### src/rtl/ldst_pkg.sv
package ldst_pkg;

  typedef enum logic [1:0] {
    SZ_BYTE = 2'd0,
    SZ_HALF = 2'd1,
    SZ_WORD = 2'd2
  } xfer_size_e;

  typedef enum logic [1:0] {
    ST_IDLE  = 2'd0,
    ST_ISSUE = 2'd1,
    ST_RESP  = 2'd2,
    ST_FAULT = 2'd3
  } seq_state_e;

  typedef struct packed {
    logic       pre;
    logic       add;
    logic       wback;
    logic       load;
    logic       sext;
    xfer_size_e size;
  } xfer_ctl_t;

endpackage

### src/rtl/ldst_decode.sv
module ldst_decode
  import ldst_pkg::*;
(
  input  logic       pre_idx_i,
  input  logic       add_off_i,
  input  logic       wback_i,
  input  logic       load_i,
  input  logic       byte_i,
  input  logic       half_cls_i,
  input  logic [1:0] half_op_i,
  output xfer_ctl_t  ctl_o,
  output logic       illegal_o
);

  always_comb begin
    ctl_o.pre   = pre_idx_i;
    ctl_o.add   = add_off_i;
    ctl_o.wback = wback_i;
    ctl_o.load  = load_i;
    ctl_o.sext  = 1'b0;
    ctl_o.size  = SZ_WORD;
    illegal_o   = 1'b0;
    if (half_cls_i) begin
      illegal_o  = (half_op_i == 2'b00);
      ctl_o.sext = load_i & half_op_i[1];
      // signed byte only exists on the load side; stores in this class move a halfword
      ctl_o.size = (load_i && half_op_i == 2'b10) ? SZ_BYTE : SZ_HALF;
    end else begin
      ctl_o.size = byte_i ? SZ_BYTE : SZ_WORD;
    end
  end

endmodule

### src/rtl/ldst_addr_gen.sv
module ldst_addr_gen
  import ldst_pkg::*;
#(
  parameter int DW = 32,
  parameter int BW = 8
) (
  input  logic [DW-1:0]   base_i,
  input  logic [DW-1:0]   offset_i,
  input  xfer_ctl_t       ctl_i,
  output logic [DW-1:0]   mem_addr_o,
  output logic [$clog2(DW/BW)-1:0] addr_lo_o,
  output logic            wb_en_o,
  output logic [DW-1:0]   wb_data_o
);

  localparam int NB   = DW / BW;
  localparam int OFFW = $clog2(NB);

  logic [DW-1:0] adj_base;
  logic [DW-1:0] eff_addr;

  assign adj_base  = ctl_i.add ? (base_i + offset_i) : (base_i - offset_i);
  assign eff_addr  = ctl_i.pre ? adj_base : base_i;
  assign addr_lo_o = eff_addr[OFFW-1:0];

  // post-indexed always writes back; pre-indexed only on request
  assign wb_en_o   = ~ctl_i.pre | ctl_i.wback;
  assign wb_data_o = adj_base;

  always_comb begin
    mem_addr_o = eff_addr;
    unique case (ctl_i.size)
      SZ_WORD: mem_addr_o[OFFW-1:0] = '0;
      SZ_HALF: mem_addr_o[0]        = 1'b0;
      default: ;
    endcase
  end

endmodule

### src/rtl/ldst_store_lanes.sv
module ldst_store_lanes
  import ldst_pkg::*;
#(
  parameter int DW = 32,
  parameter int BW = 8
) (
  input  xfer_size_e                size_i,
  input  logic [$clog2(DW/BW)-1:0]  addr_lo_i,
  input  logic [DW-1:0]             data_i,
  output logic [DW/BW-1:0]          be_o,
  output logic [DW-1:0]             wdata_o
);

  localparam int NB   = DW / BW;
  localparam int HW   = 2 * BW;
  localparam int NH   = NB / 2;
  localparam int OFFW = $clog2(NB);

  logic [OFFW-1:0] half_base;
  assign half_base = {addr_lo_i[OFFW-1:1], 1'b0};

  always_comb begin
    unique case (size_i)
      SZ_BYTE: begin
        be_o    = NB'(1) << addr_lo_i;
        wdata_o = {NB{data_i[BW-1:0]}};
      end
      SZ_HALF: begin
        be_o    = NB'(3) << half_base;
        wdata_o = {NH{data_i[HW-1:0]}};
      end
      default: begin
        be_o    = '1;
        wdata_o = data_i;
      end
    endcase
  end

  always_comb begin
    if (size_i == SZ_BYTE) begin
      AST_BYTE_ONE_LANE: assert ($countones(be_o) == 1);
    end
    if (size_i == SZ_HALF) begin
      AST_HALF_TWO_LANES: assert ($countones(be_o) == 2);
    end
  end

endmodule

### src/rtl/ldst_load_align.sv
module ldst_load_align
  import ldst_pkg::*;
#(
  parameter int DW = 32,
  parameter int BW = 8
) (
  input  logic [DW-1:0]             rdata_i,
  input  logic [$clog2(DW/BW)-1:0]  addr_lo_i,
  input  xfer_size_e                size_i,
  input  logic                      sext_i,
  output logic [DW-1:0]             result_o
);

  localparam int NB   = DW / BW;
  localparam int HW   = 2 * BW;
  localparam int NH   = NB / 2;
  localparam int OFFW = $clog2(NB);
  localparam int BWL  = $clog2(BW);

  logic [BW-1:0] lane_b [NB];
  logic [HW-1:0] lane_h [NH];

  for (genvar i = 0; i < NB; i++) begin : g_blane
    assign lane_b[i] = rdata_i[i*BW +: BW];
  end
  for (genvar j = 0; j < NH; j++) begin : g_hlane
    assign lane_h[j] = rdata_i[j*HW +: HW];
  end

  logic [BW-1:0]   sel_b;
  logic [HW-1:0]   sel_h;
  logic [DW-1:0]   half_zx;
  logic [2*DW-1:0] word_dbl;
  logic [2*DW-1:0] half_dbl;

  assign sel_b    = lane_b[addr_lo_i];
  assign sel_h    = lane_h[addr_lo_i[OFFW-1:1]];
  assign half_zx  = DW'(sel_h);
  // rotate right by lane count, done as a shift of the doubled value
  assign word_dbl = {rdata_i, rdata_i} >> {addr_lo_i, {BWL{1'b0}}};
  assign half_dbl = {half_zx, half_zx} >> {addr_lo_i[0], {BWL{1'b0}}};

  always_comb begin
    unique case (size_i)
      SZ_BYTE: result_o = sext_i ? {{(DW-BW){sel_b[BW-1]}}, sel_b} : DW'(sel_b);
      SZ_HALF: result_o = sext_i ? {{(DW-HW){sel_h[HW-1]}}, sel_h} : half_dbl[DW-1:0];
      default: result_o = word_dbl[DW-1:0];
    endcase
  end

  always_comb begin
    if (size_i == SZ_BYTE && sext_i) begin
      AST_SBYTE_FILL: assert (result_o[DW-1:BW] == {(DW-BW){rdata_i[addr_lo_i*BW + BW-1]}});
    end
  end

endmodule

### src/rtl/ldst_align_unit.sv
module ldst_align_unit
  import ldst_pkg::*;
#(
  parameter int DW = 32,
  parameter int BW = 8
) (
  input  logic          clk_i,
  input  logic          rst_ni,
  input  logic          req_valid_i,
  output logic          req_ready_o,
  input  logic [DW-1:0] base_i,
  input  logic [DW-1:0] offset_i,
  input  logic          pre_idx_i,
  input  logic          add_off_i,
  input  logic          wback_i,
  input  logic          load_i,
  input  logic          byte_i,
  input  logic          half_cls_i,
  input  logic [1:0]    half_op_i,
  input  logic [DW-1:0] store_data_i,
  output logic          mem_req_o,
  output logic          mem_we_o,
  output logic [DW-1:0] mem_addr_o,
  output logic [DW/BW-1:0] mem_be_o,
  output logic [DW-1:0] mem_wdata_o,
  input  logic [DW-1:0] mem_rdata_i,
  output logic          base_wr_en_o,
  output logic [DW-1:0] base_wr_data_o,
  output logic          dest_wr_en_o,
  output logic [DW-1:0] dest_wr_data_o,
  output logic          illegal_o,
  output logic          done_o
);

  localparam int NB   = DW / BW;
  localparam int OFFW = $clog2(NB);

  xfer_ctl_t  dec_ctl;
  logic       dec_illegal;
  xfer_ctl_t  ctl_q;
  seq_state_e st_q, st_d;
  logic [DW-1:0] base_q, off_q, sdata_q;
  logic          accept;
  logic [OFFW-1:0] addr_lo;
  logic            wb_en;

  ldst_decode u_dec (
    .pre_idx_i (pre_idx_i),
    .add_off_i (add_off_i),
    .wback_i   (wback_i),
    .load_i    (load_i),
    .byte_i    (byte_i),
    .half_cls_i(half_cls_i),
    .half_op_i (half_op_i),
    .ctl_o     (dec_ctl),
    .illegal_o (dec_illegal)
  );

  assign accept = req_valid_i & (st_q == ST_IDLE);

  always_comb begin
    st_d = st_q;
    unique case (st_q)
      ST_IDLE:  if (accept) st_d = dec_illegal ? ST_FAULT : ST_ISSUE;
      ST_ISSUE: st_d = ST_RESP;
      ST_RESP:  st_d = ST_IDLE;
      ST_FAULT: st_d = ST_IDLE;
      default:  st_d = ST_IDLE;
    endcase
  end

  always_ff @(posedge clk_i or negedge rst_ni) begin
    if (!rst_ni) begin
      st_q    <= ST_IDLE;
      ctl_q   <= '0;
      base_q  <= '0;
      off_q   <= '0;
      sdata_q <= '0;
    end else begin
      st_q <= st_d;
      if (accept) begin
        ctl_q   <= dec_ctl;
        base_q  <= base_i;
        off_q   <= offset_i;
        sdata_q <= store_data_i;
      end
    end
  end

  ldst_addr_gen #(.DW(DW), .BW(BW)) u_agen (
    .base_i    (base_q),
    .offset_i  (off_q),
    .ctl_i     (ctl_q),
    .mem_addr_o(mem_addr_o),
    .addr_lo_o (addr_lo),
    .wb_en_o   (wb_en),
    .wb_data_o (base_wr_data_o)
  );

  ldst_store_lanes #(.DW(DW), .BW(BW)) u_st (
    .size_i   (ctl_q.size),
    .addr_lo_i(addr_lo),
    .data_i   (sdata_q),
    .be_o     (mem_be_o),
    .wdata_o  (mem_wdata_o)
  );

  ldst_load_align #(.DW(DW), .BW(BW)) u_ld (
    .rdata_i  (mem_rdata_i),
    .addr_lo_i(addr_lo),
    .size_i   (ctl_q.size),
    .sext_i   (ctl_q.sext),
    .result_o (dest_wr_data_o)
  );

  assign req_ready_o  = (st_q == ST_IDLE);
  assign mem_req_o    = (st_q == ST_ISSUE);
  assign mem_we_o     = (st_q == ST_ISSUE) & ~ctl_q.load;
  // base first, load result one cycle later: load wins when registers coincide
  assign base_wr_en_o = (st_q == ST_ISSUE) & wb_en;
  assign dest_wr_en_o = (st_q == ST_RESP) & ctl_q.load;
  assign illegal_o    = (st_q == ST_FAULT);
  assign done_o       = (st_q == ST_RESP) | (st_q == ST_FAULT);

  AST_ISSUE_AFTER_ACCEPT: assert property (@(posedge clk_i) disable iff (!rst_ni)
    mem_req_o |-> $past(req_valid_i && req_ready_o));
  AST_BUSY_NOT_READY: assert property (@(posedge clk_i) disable iff (!rst_ni)
    (mem_req_o || dest_wr_en_o) |-> !req_ready_o);
  AST_DONE_PULSE: assert property (@(posedge clk_i) disable iff (!rst_ni)
    done_o |=> !done_o && req_ready_o);
  AST_DEST_AFTER_BASE: assert property (@(posedge clk_i) disable iff (!rst_ni)
    dest_wr_en_o |-> !base_wr_en_o && $past(mem_req_o && !mem_we_o));
  AST_STORE_NO_DEST: assert property (@(posedge clk_i) disable iff (!rst_ni)
    (mem_req_o && mem_we_o) |=> !dest_wr_en_o);
  AST_ILLEGAL_QUIET: assert property (@(posedge clk_i) disable iff (!rst_ni)
    illegal_o |-> !mem_req_o && !base_wr_en_o && !dest_wr_en_o && $past(req_ready_o));

endmodule

### config.mk
export PLATFORM = sky130hd
export DESIGN_NAME = ldst_align_unit
export DESIGN_NICKNAME = d
export VERILOG_FILES = /design/src/rtl/ldst_pkg.sv /design/src/rtl/ldst_decode.sv /design/src/rtl/ldst_addr_gen.sv /design/src/rtl/ldst_store_lanes.sv /design/src/rtl/ldst_load_align.sv /design/src/rtl/ldst_align_unit.sv
export SDC_FILE = /design/constraint.sdc
export NUM_CORES = 1
export LEC_CHECK = 0
export BUFFER_PORTS_ARGS = -buffer_cell sky130_fd_sc_hd__buf_4
export CAP_MARGIN = 10
export CORE_AREA = 2 2 147 149
export DETAILED_ROUTE_END_ITERATION = 6
export DIE_AREA = 0 0 149 151
export GPL_TIMING_DRIVEN = 0
export SYNTH_ARGS = -nofsm -noshare
export SYNTH_HDL_FRONTEND = slang
export SYNTH_SLANG_ARGS = --single-unit
### constraint.sdc
create_clock -name clk_i -period 5.1 [get_ports clk_i]
set_input_delay 0.765 -clock clk_i [delete_from_list [all_inputs] [get_ports clk_i]]
set_output_delay 0.765 -clock clk_i [all_outputs]
set_load 0.1 [all_outputs]
==> After elaboration in Yosys (flattened, before gate mapping) <==
Cells that the tools add are included.
{ "classes": {"n_addsub": 2, "n_mul": 0, "n_div": 0, "magnitude_cmp": 2, "n_eq_ne": 7, "shift": 4, "muxes": 23, "bitwise_logic": 11, "reduce_logical": 6} }
{ "op_table": {"columns": ["operator", "count"], "rows": [
  ["$mux W32", 4],
  ["$pmux W32 S2", 2],
  ["$shr A64 B5 Y32", 1],
  ["$mux W16", 3],
  ["$shr A48 B4 Y32", 1],
  ["$add A32 B32 Y32", 1],
  ["$sub A32 B32 Y32", 1],
  ["$bmux W8 S2", 1],
  ["$mux W8", 2],
  ["$eq A2 B2 Y1 const B", 4],
  ["$mux W2", 4],
  ["$pmux W4 S2", 1],
  ["$logic_not A2 Y1", 3],
  ["$pmux W2 S3", 1],
  ["$and A1 B1 Y1", 5],
  ["$mux W1", 5],
  ["$eq A2 B1 Y1 const B", 2],
  ["$reduce_or A2 Y1", 2],
  ["$shl A1 B2 Y4 const A", 1],
  ["$shl A2 B2 Y4 const A", 1],
  ["$ge A3 B3 Y1 const B", 1],
  ["$not A2 Y3", 1],
  ["$ge A2 B2 Y1 const B", 1],
  ["$ne A2 B1 Y1 const B", 1],
  ["other kinds (4)", 6]
]} }
{ "word_totals": {"ff_bits": 105, "latchBits": 0, "ram_bits": 0, "rom_bits": 0, "in_bits": 139, "out_inout_bits": 139, "wordCells": 65, "n_memories": 0} }

==> Logic depth before layout (Yosys ltp) <==
{ "logic_depth": {"ltp_word": 10, "ltp_mapped": 15, "ltp_nobuf": 15} }

==> Cells and area by module <==
A second synthesis with hierarchy kept.
{ "hier_totals": {"cells_unflattened": 888, "area_unflattened_um2": 8790.9} }
{ "modules_own_cells": {"columns": ["module", "instances", "cells_per_inst", "area_each_um2", "seq_area_each_um2"], "rows": [
  ["ldst_align_unit", 1, 229, 3945.0, 2627.5],
  ["ldst_addr_gen", 1, 421, 3046.7, 0.0],
  ["ldst_load_align", 1, 169, 1202.4, 0.0],
  ["ldst_store_lanes", 1, 60, 531.8, 0.0],
  ["ldst_decode", 1, 9, 65.1, 0.0]
]} }

==> Worst setup path after synthesis <==
No wires, ideal clock.
{ "synth_path": {"kind": "register to output", "start": "reg off_q[7]", "end": "out mem_addr_o[20]", "arrival_time_ps": 6210, "t_required_ps": 4335, "path_slack_ps": -1875, "path_stages_with_launch": 12, "path_buffers": 0, "path_cell_list": "dfrtp_1 or4_4 nor3b_1 a31oi_1 xor2_1 ha_1 nand2_1 nor3_1 o21ai_0 a21oi_1 o21bai_1 o311ai_0"} }
{ "synth_between": {"elab_chain_len": 3, "word_cells_on_any_way": 4, "classes_between": "2 x add/sub; 2 x mux"} }
{ "synth_rtl": {"columns": ["element", "line", "rtl"], "rows": [
  ["start, declared", "ldst_align_unit.sv:42", "logic [DW-1:0] base_q, off_q, sdata_q;"],
  ["start signal, assigned", "ldst_align_unit.sv:84", "off_q <= offset_i;"],
  ["$sub A32 B32 Y32 / $add A32 B32 Y32 (equally long branches)", "ldst_addr_gen.sv:22", "assign adj_base = ctl_i.add ? (base_i + offset_i) : (base_i - offset_i);"],
  ["$mux W32 *", "ldst_addr_gen.sv:22", null],
  ["$mux W32 *", "ldst_addr_gen.sv:23", "assign eff_addr = ctl_i.pre ? adj_base : base_i;"],
  ["end, declared", "ldst_align_unit.sv:23", "output logic [DW-1:0] mem_addr_o,"]
]} }
Every way passes the cells marked *; elsewhere a longest branch is shown, timed or not.

==> Final worst setup path <==
{ "layout_path": {"start": "reg off_q[5]", "end": "out mem_addr_o[28]"} }
The elaborated chain is that of the path after synthesis.

==> flow_summary_export.csv <==
group,metric,value,unit
clocking,cts_tree,"built",
floorplan,boundaryPins,278,
finish,nNetsFinal,1585,
synthesis,synth_ff_type,"dfrtp_1",
status,outcome,"complete, but fails checks",
worst_setup_path,crit_path_start_kind,"flop",
synthesis,seq_area_frac_synth,32.0,%
worst_setup_path,crit_fanout,5,
global_route,grt_pass1_vias,8733,
floorplan,coreArea,0.0208,mm²
sta,slew-limit-headroom,41.5,%
floorplan,start_util,39.4,%
global_route,grt-ovfl-total,0,
detailed_routing,vias,8854,
finish,drive_gt1_share,33.3,%
placement,gp_congestion,0.860,
sta,tightestPinTransition,0.878,ns
clocking,cts_hold_buf,0,
sta,min_period,5.13,ns
synthesis,synth_edf_count,0,
detailed_routing,ant_nets,0,
synthesis,ys_types,63,
sta,fin_ws,-0.0253,ns
worst_setup_path,ff2ff_setup_slack,2.72,ns
floorplan,rows,53,
global_route,grt_max_degree,60,
synthesis,async_reset_ff_share,100,%
finish,final_common_cell,"nand2_1",
detailed_routing,totalWireLength,30100,µm
clocking,clockBufferDepth,2,
job,drv_cap,0,
global_route,grt_pass1_wl,46200,µm
detailed_routing,wl_per_cell,17.9,µm
detailed_routing,vias_per_cell,5.26,
clocking,path_clk_slew,0.09,ns
synthesis,syn_nets,1266,
worst_setup_path,cp.arrival,4.36,ns
sta,fin_hold_ws,0.426,ns
finish,syn_to_final_growth,46.3,%
sta,timing.final.crit_share,100,%
synthesis,syn-cell-area,0.00821,mm²
detailed_routing,drc,0,
floorplan,die_h,151,µm
clocking,clock_sinks,105,
clocking,cts-root-buf,"clkbuf_16",
clocking,h-tree-depth,3,
clocking,cts_inserted_buffers,9,
worst_setup_path,worst_ep_required_time,4.34,ns
worst_setup_path,rr_startpoint,"st_q[1]",
detailed_routing,firstDrtPassIters,5,
finish,final_cell_mix,"nand2_1 (369), buf_4 (302), dfrtp_1 (104)",
sta,setup_viol,1,
sta,rsz0062_at_grt,"yes",
sta,slew_violations,0,
worst_setup_path,crit_type,"flop to output pin",
synthesis,synth-seq-cells,105,
sta,final-hold-violation-count,0,
global_route,grt.total_usage,26.2,%
detailed_routing,first_iter_violations,396,
placement,port_buffers,277,
sta,finalClockSkew,0.0112,ns
sta,fmax,0.195,GHz
floorplan,dieArea,0.0225,mm²
global_route,antenna_found_initial,1,
synthesis,syn_inst,1084,
placement,dpl.hpwl,22900,µm
floorplan,dieWidth,149,µm
synthesis,yosys_warnings,0,
min_path,hp-class,"input pin to asynchronous set/reset pin",
worst_setup_path,rr_endpoint,"ctl_q[5]",
worst_setup_path,ff2ff_path_depth,7,
worst_setup_path,end_kind,"output pin",
status,violations,"negative setup slack",
clocking,clock_latency,0.36,ns
synthesis,avgSynthCellArea,7.57,µm²
[final cells by class]
cell class / instances / area, µm²
diodes: 1 / 2.50
plain buffers: 60 / 274
clock buffers: 10 / 239
clock inverters: 6 / 71.3
fillers: 2065 / 8810
inverters: 22 / 82.6
multi-input cells: 895 / 5910
flip-flops and latches: 105 / 2630
well taps: 275 / 344
repair buffers: 310 / 2460
[how the worst max path moves through the flow]
stage / from / end / slack (ns) / depth (start not counted)
6_report: off_q[5] / mem_addr_o[28] / -0.03 / 16
5_1_grt: off_q[5] / mem_addr_o[28] / -0.20 / 16
4_1_cts: off_q[7] / mem_addr_o[31] / -0.05 / 14
3_5_place_dp: off_q[0] / mem_addr_o[26] / -0.22 / 16
3_3_place_gp: off_q[0] / mem_addr_o[26] / -0.19 / 16
2_1_floorplan: off_q[7] / mem_addr_o[20] / -0.51 / 12
[stage by stage]
step                cell area (µm²)  utilization [%]  worst slack (ns)  cells  setup TNS, ns
floorplan                      8510                -            -0.511   1084          -1.43
global placement              10900             52.5            -0.194   1636         -0.461
global route                  12000             57.7            -0.196   1684         -0.517
finish                        12000             57.7           -0.0253   1684        -0.0253
CTS                           11500             55.1           -0.0457   1665         -0.213
detailed placement            11000             52.7            -0.217   1637         -0.601
[metal layers]
metal | vias up | wire [µm] | GRT usage, %
li1 | 4328 | - | -
met1 | 4185 | 12600 | 33.5
met2 | 301 | 14800 | 45.0
met3 | 40 | 2090 | 5.36
met4 | 0 | 567 | 7.57
met5 | - | 0 | 0
[synthesized netlist by cell type, drive strengths merged, types with 4 or more instances]
cell    instances  share of area [%]
and2            5               0.38
dfrtp         105                 32
buf            17                1.2
a21boi          5               0.46
o21a            7               0.64
nor3           14               0.99
a21oi          52                3.2
a21o            8               0.73
o31ai           4               0.37
o211ai          5               0.46
or4             4               0.41
nand2b          9               0.69
or2             4               0.30
xnor2          25                2.8
mux2           26                3.6
nor2           78                3.6
nor4            4               0.30
ha             42                6.4
inv            21               0.96
a22oi           9               0.82
xor2           33                3.5
and3            9               0.69
nand3           6               0.37
nor2b           5               0.38
o21bai          5               0.46
mux2i          33                4.0
a31oi           5               0.38
nand2         373                 17
o221ai         16                1.7
o22ai          10               0.76
o21ai          49                3.0
o211a           4               0.49
a22o            8               0.85
clkbuf         45                2.1
nand4           9               0.69
[sequential cells by signal, summed over array words and instances, names as in the netlist]
register	flops
ctl_q	7
st_q	2
off_q	32
base_q	32
sdata_q	32
[cells by family (layout without fill, tap and decap cells)]
group | Yosys count | after routing | share of synthesized area, %
AOI/OAI and AO/OA | 207 | 207 | 16.5
xor gates and xnor gates | 58 | 58 | 6.28
adders and majority gates | 43 | 43 | 6.64
buffers and inverters | 84 | 408 | 4.31
DFF | 105 | 105 | 32.0
muxes | 59 | 59 | 7.63
other | 0 | 1 | 0
and+or+nand+nor | 528 | 528 | 26.6
[worst max-delay path, cell delays in order, from the launching register on]
cell and delay (ns):
dfrtp_2 0.43, or4_4 0.59, nor3b_4 0.36, a21o_1 0.27
o21ai_0 0.13, xor2_1 0.24, ha_1 0.30, buf_4 0.16
inv_1 0.08, o22ai_1 0.11, o41ai_2 0.33, buf_4 0.18
nand2_1 0.06, o21ai_2 0.22, xnor2_4 0.09, mux2_2 0.28
buf_6 0.19
[repair_timing]
| item | 4_1_cts | 5_1_grt |
|---|---|---|
| pin swaps | 9 | 29 |
| buffers inserted | 13 | 19 |
| gates cloned | 0 | 0 |
| gates resized for setup | 31 | 93 |
| setup endpoints to repair | 44 | 50 |
Power is left out: the tool's default activity adds up to more than one toggle a clock period on the data nets, which glitch-free logic cannot reach.
